$ cat config.mk
export PLATFORM = sky130hd
export DESIGN_NAME = alu_status_unit
export DESIGN_NICKNAME = d
export VERILOG_FILES = /design/src/rtl/alu_pkg.sv /design/src/rtl/alu_ctrl.sv /design/src/rtl/alu_datapath.sv /design/src/rtl/alu_status_unit.sv
export SDC_FILE = /design/constraint.sdc
export NUM_CORES = 1
export LEC_CHECK = 0
export ABC_AREA = 1
export ABC_CLOCK_PERIOD_IN_PS = 8660
export BUFFER_PORTS_ARGS = -buffer_cell sky130_fd_sc_hd__clkbuf_2
export CAP_MARGIN = 10
export CORE_ASPECT_RATIO = 0.6
export CORE_MARGIN = 5
export CORE_UTILIZATION = 40
export CTS_BUF_LIST = sky130_fd_sc_hd__clkbuf_16
export DETAILED_ROUTE_END_ITERATION = 10
export GPL_ROUTABILITY_DRIVEN = 1
export SLEW_MARGIN = 0
export SYNTH_ARGS = -nofsm -noshare
export SYNTH_HDL_FRONTEND = slang
export SYNTH_HIERARCHICAL = 1
export SYNTH_SLANG_ARGS = --single-unit
$ cat constraint.sdc
create_clock -name clk -period 8.66 [get_ports clk]
set_input_delay 0.866 -clock clk [delete_from_list [all_inputs] [get_ports clk]]
set_output_delay 0.866 -clock clk [all_outputs]
set_load 0.03 [all_outputs]
$ cat src/rtl/alu_pkg.sv
package alu_pkg;

  localparam int DataW = 16;
  localparam int AmtW  = 5;
  localparam int WideW = DataW + 2;

  typedef enum logic [1:0] {
    LogicOr   = 2'b00,
    LogicXor  = 2'b01,
    LogicAnd  = 2'b10,
    LogicNone = 2'b11
  } logicFn_e;

  // strobes sent from the decoder to the datapath
  typedef struct packed {
    logic     selArith;
    logic     selLogic;
    logic     selShift;
    logic     invertB;
    logic     extraOne;
    logic     zeroResult;
    logic     signFill;
    logic     shiftFromImm;
    logicFn_e logicFn;
  } aluCtrl_t;

  typedef struct packed {
    logic zero;
    logic ltu;
    logic lts;
    logic ovf;
    logic carry;
  } aluFlags_t;

endpackage

$ cat src/rtl/alu_ctrl.sv
module alu_ctrl
  import alu_pkg::*;
(
  input  logic [1:0] opClass,
  input  logic [1:0] logicSel,
  input  logic       addMode,
  input  logic       carryIn,
  input  logic       cmpMode,
  input  logic       arithShift,
  input  logic       useImm,
  output aluCtrl_t   ctrl
);

  logic isArith;
  logic isCompare;

  always_comb begin
    isArith   = (opClass == 2'b00);
    isCompare = isArith && cmpMode;

    ctrl.selArith     = isArith;
    ctrl.selLogic     = (opClass == 2'b01);
    ctrl.selShift     = opClass[1];
    // compare always subtracts and ignores the carry input
    ctrl.invertB      = isCompare || !addMode;
    ctrl.extraOne     = carryIn && !isCompare;
    ctrl.zeroResult   = isCompare;
    ctrl.signFill     = arithShift;
    ctrl.shiftFromImm = useImm;
    ctrl.logicFn      = logicFn_e'(logicSel);
  end

endmodule

$ cat src/rtl/alu_datapath.sv
module alu_datapath
  import alu_pkg::*;
(
  input  logic             clk,
  input  logic             clr,
  input  logic             wrStatus,
  input  aluCtrl_t         ctrl,
  input  logic [DataW-1:0] aIn,
  input  logic [DataW-1:0] bIn,
  input  logic [DataW-1:0] immIn,
  output logic [DataW-1:0] result,
  output aluFlags_t        flags
);

  localparam int MagW = AmtW;

  // arithmetic unit
  logic [DataW-1:0] bOp;
  logic [WideW-1:0] uSum;
  logic [WideW-1:0] sSum;
  logic [WideW-1:0] sA;
  logic [WideW-1:0] sB;
  logic             carryRaw;
  logic             ovfRaw;

  always_comb begin
    bOp  = ctrl.invertB ? ~bIn : bIn;
    uSum = {2'b00, aIn} + {2'b00, bOp}
         + {{(WideW-1){1'b0}}, ctrl.invertB}
         + {{(WideW-1){1'b0}}, ctrl.extraOne};
    carryRaw = |uSum[WideW-1:DataW];
    sA   = {{2{aIn[DataW-1]}}, aIn};
    sB   = {{2{bIn[DataW-1]}}, bIn};
    sSum = ctrl.invertB ? (sA - sB) : (sA + sB);
    sSum = sSum + {{(WideW-1){1'b0}}, ctrl.extraOne};
    ovfRaw = !((sSum[WideW-1] == sSum[WideW-2]) && (sSum[WideW-2] == sSum[DataW-1]));
  end

  // logic unit
  logic [DataW-1:0] logicRes;

  always_comb begin
    case (ctrl.logicFn)
      LogicOr:  logicRes = aIn | bIn;
      LogicXor: logicRes = aIn ^ bIn;
      LogicAnd: logicRes = aIn & bIn;
      default:  logicRes = '0;
    endcase
  end

  // bidirectional shifter, direction from the sign of the amount
  logic [AmtW-1:0]  amt;
  logic             goRight;
  logic [MagW-1:0]  mag;
  logic [DataW-1:0] shiftRes;

  always_comb begin
    amt     = ctrl.shiftFromImm ? immIn[AmtW-1:0] : bIn[AmtW-1:0];
    goRight = amt[AmtW-1];
    mag     = goRight ? (~amt + {{(AmtW-1){1'b0}}, 1'b1}) : amt;
    if (!goRight)
      shiftRes = aIn << mag;
    else if (ctrl.signFill)
      shiftRes = DataW'($signed(aIn) >>> mag);
    else
      shiftRes = aIn >> mag;
  end

  // result select
  always_comb begin
    if (ctrl.selShift)
      result = shiftRes;
    else if (ctrl.selLogic)
      result = logicRes;
    else if (ctrl.zeroResult)
      result = '0;
    else
      result = uSum[DataW-1:0];
  end

  // status register
  aluFlags_t nextFlags;

  always_comb begin
    nextFlags.zero  = (aIn == bIn);
    nextFlags.ltu   = (aIn < bIn);
    nextFlags.lts   = ($signed(aIn) < $signed(bIn));
    nextFlags.ovf   = ctrl.selArith && ovfRaw;
    nextFlags.carry = ctrl.selArith && carryRaw;
  end

  always_ff @(posedge clk) begin
    if (clr)
      flags <= '0;
    else if (wrStatus)
      flags <= nextFlags;
  end


  hold_flags_chk: assert property (@(posedge clk) disable iff (clr)
    !wrStatus |=> $stable(flags));


  clear_flags_chk: assert property (@(posedge clk)
    clr |=> (flags == '0));


  eq_excl_chk: assert property (@(posedge clk) disable iff (clr)
    wrStatus |=> !(flags.zero && (flags.ltu || flags.lts)));


  nonarith_cf_chk: assert property (@(posedge clk) disable iff (clr)
    (wrStatus && !ctrl.selArith) |=> (!flags.carry && !flags.ovf));


  cmp_zero_chk: assert property (@(posedge clk) disable iff (clr)
    ctrl.zeroResult |-> (result == '0));


  logic_undef_chk: assert property (@(posedge clk) disable iff (clr)
    (ctrl.selLogic && ctrl.logicFn == LogicNone) |-> (result == '0));


  shift_pass_chk: assert property (@(posedge clk) disable iff (clr)
    (ctrl.selShift && amt == '0) |-> (result == aIn));

endmodule

$ cat src/rtl/alu_status_unit.sv
module alu_status_unit
  import alu_pkg::*;
(
  input  logic        clk,
  input  logic        clr,
  input  logic        wrStatus,
  input  logic [1:0]  opClass,
  input  logic [1:0]  logicSel,
  input  logic        addMode,
  input  logic        carryIn,
  input  logic        cmpMode,
  input  logic        arithShift,
  input  logic        useImm,
  input  logic [15:0] aIn,
  input  logic [15:0] bIn,
  input  logic [15:0] immIn,
  output logic [15:0] result,
  output logic        zeroFlag,
  output logic        ltuFlag,
  output logic        ltsFlag,
  output logic        ovfFlag,
  output logic        carryFlag
);

  aluCtrl_t  ctrl;
  aluFlags_t flags;

  alu_ctrl ctrl_i (
    .opClass    (opClass),
    .logicSel   (logicSel),
    .addMode    (addMode),
    .carryIn    (carryIn),
    .cmpMode    (cmpMode),
    .arithShift (arithShift),
    .useImm     (useImm),
    .ctrl       (ctrl)
  );

  alu_datapath dp_i (
    .clk      (clk),
    .clr      (clr),
    .wrStatus (wrStatus),
    .ctrl     (ctrl),
    .aIn      (aIn),
    .bIn      (bIn),
    .immIn    (immIn),
    .result   (result),
    .flags    (flags)
  );

  assign zeroFlag  = flags.zero;
  assign ltuFlag   = flags.ltu;
  assign ltsFlag   = flags.lts;
  assign ovfFlag   = flags.ovf;
  assign carryFlag = flags.carry;

endmodule

==> impl_results.md <==
* Status: finished clean
* TritonRoute pass-1 iters at 5
* Yosys cell types at 47
* Vias in the first global route at 6092
* Critical path peak fanout at 35
* Gr usage total at 24.38%
* Diodes inserted at 0
* Overflow after GRT at 0
* Via count at 6995
* HP Class: reg2reg
* Worst Reg-to-Reg Cells at 2
* Fmax at 0.1646 GHz
* Final max-slew violation count at 0
* Mapped Cells at 1061
* Longest Clk Path Bufs at 2
* WL final at 21340 um
* Vias/cell at 5.435
* Core outline area at 14340 um^2
* Die W at 165.2 um
* Hold-fix buffers, CTS at 0
* Reg2Reg Setup Slack at 8.06 ns
* Port bufs at 69
* Net Count, Synth at 1205
* Main flop type after synthesis: dfxtp_1
* DRT iter0 DRCs at 762
* Post-DP Area at 6100 um^2
* Fin. Hold Viols at 0
* Design area at 6178 um^2
* Post-synth EDFFs at 0
* First-pass GRT wire length at 33090 um
* Chip height at 103.1 um
* Final Core Density at 43.10%
* Root Buffer: clkbuf_16
* Area Overhead vs Synth at 6.814%
* Die ar. at 17040 um^2
* RSZ-0062 raised after global routing: false
* Initial core utilization at 40.35%
* Worst Hold Path Cells at 2
* CTS buffer count at 3
* Data required time of the worst path at 7.79 ns
* TNS Setup at 0 ns
* Max-cap violations at 0
* Initial antenna violation count at 0
* H-tree levels at 1
* Relative slew slack at 37.52%
* Reg-to-Reg Start: dp_i/flags[3]
* Flops & latches, synth at 5
* DR WL/cell at 16.58 um
* Clock-pin slew on the worst setup and hold paths at 0.03 ns
* Ys async rst share at 0%
* ANT nets after route at 0
* Yosys warning count at 6
* Mean post-synth cell area at 5.452 um^2
* Pwr per Cell Area at 111.6 nW/um^2
* Most common cell after layout, fill and taps aside: nand2_1
* Gp weighted congestion at 1.016
* Largest register FFs at 5
* Setup CP Type: in2out
* Hold EP: dp_i/flags[4]
* Crit path time final at 6.076 ns
* Biggest regs: dp_i/flags (5)
* Crit. End Element: output pin
* Largest area contributor in the netlist: nand2_1
* Pin count of the biggest net entering global routing at 42
* Maximum vdd drop at 85.94 uV
* Final setup vio count at 0
* Worst Max-Slew Pin Slew at 0.9338 ns
* Hold WS at 0.4627 ns
* Most frequent cells in the layout: 318 x nand2_1, 139 x inv_1, 93 x o21ai_0
* # resized after CTS at 0
* Clock sinks at 5
* Post-DP HPWL at 17890 um
* Crit path DAT at 5.21 ns
* Worst-Skew Late Latency at 0.23 ns
* Hold Path Origin: dp_i/flags[4]
* Post-Syn Area at 5784 um^2
* Reg with most FFs: dp_i/flags
* Post-synthesis sequential area ratio at 1.730%
* Startpoint types: primary input
* Top cell type's share of synthesized area at 20.64%
* Pleak at 3.401 nW
* Drt drc at 0
* Synth area leaders: nand2_1 21%, ha_1 17%, inv_1 9.0%
* Site Rows at 34
* R2R Path End: dp_i/flags[3]
* Tcrit/Tclk final at 70.16%
* Post-CTS Setup Inserts at 0
* Layout cells sized above 1 at 9.642%
* # nets final at 1234
* CTS tree: done
* Clock Skews at 0 ns
* IO Pins at 81
[cells in the mapped netlist (4+ instances only)]
master,count
buf_6,9
ha_1,80
o21ai_0,93
a21oi_1,67
o211ai_1,9
nand3b_1,5
nand3_1,61
o21ai_2,8
o221ai_1,5
buf_4,9
o21ai_1,20
a21boi_0,4
nor2_1,82
nand2_1,318
xor2_1,22
nor3_1,4
dfxtp_1,5
inv_2,4
inv_1,138
fa_1,4
or2_1,4
nand4_1,9
nand2_2,7
a31oi_1,12
buf_2,22
o22ai_1,13
clkbuf_1,9
[kinds of logic (layout without fill, tap and decap cells)]
logic type / count (synthesis) / after routing / synth area share [%]
AOI/OAI and AO/OA: 254 / 254 / 25.20
xor gates and xnor gates: 25 / 25 / 3.785
adders and majority gates: 84 / 84 / 18.69
buffers and inverters: 193 / 221 / 14.80
DFF: 5 / 5 / 1.731
muxes: 1 / 1 / 0.1731
and+or+nand+nor: 499 / 499 / 35.63
[worst max-delay path by stage]
stage	depth (start not counted)	start	to
after floorplan	22	opClass[1]	result[14]
after global placement	22	opClass[1]	result[14]
after global routing	22	opClass[1]	result[14]
after detailed placement	22	opClass[1]	result[14]
after CTS	22	opClass[1]	result[14]
final	22	opClass[1]	result[14]
[area by class of cell]
cell class / count / area [um^2]
Clock inverter: 1 / 3.754
Timing Repair Buffer: 75 / 390.4
Multi-Input combinational cell: 863 / 4828
Clock buffer: 3 / 75.07
Tap cell: 198 / 247.7
Fill cell: 1676 / 8158
Inverter: 142 / 533.0
Sequential cell: 5 / 100.1
[metal layers]
| layer | GRT usage (%) | vias up | routed length (um) |
|---|---|---|---|
| met5 | 0 | - | 0 |
| met4 | 1.342 | 0 | 96 |
| met3 | 8.789 | 12 | 3151 |
| met2 | 30.86 | 380 | 7319 |
| met1 | 39.34 | 3051 | 10770 |
| li1 | - | 3552 | - |
[power by group]
| part | internal, mW | switching (mW) | total, mW |
|---|---|---|---|
| logic | 0.185 | 0.404 | 0.589 |
| clock network | 0.0598 | 0.0152 | 0.0750 |
| registers | 0.0245 | 0.000667 | 0.0252 |
[through the flow]
| step | cells | setup WS (ns) | power, mW |
|---|---|---|---|
| 2_1_floorplan | 1061 | 3.325 | 0.4560 |
| 3_3_place_gp | 1283 | 2.643 | 0.5971 |
| 3_5_place_dp | 1283 | 2.603 | 0.5956 |
| 4_1_cts | 1287 | 2.587 | 0.6747 |
| 5_1_grt | 1287 | 2.145 | 0.7538 |
| 6_report | 1287 | 2.584 | 0.6893 |
[critical path, cell delays in order]
cell,delay [ns]
clkbuf_2,0.28
nor2_2,0.41
nand2_2,0.09
nand2_1,0.07
buf_4,0.42
xor2_1,0.22
fa_1,0.44
ha_1,0.22
fa_1,0.40
a21oi_1,0.18
o21ai_1,0.13
nand2_1,0.08
nand2_1,0.08
a21boi_0,0.35
o21ai_1,0.20
nand2_1,0.10
nand2_1,0.06
xnor2_1,0.13
o22ai_1,0.11
nand2_1,0.06
nand2_1,0.09
clkbuf_2,0.20
No activity file was read; power rests on OpenSTA's default activity.
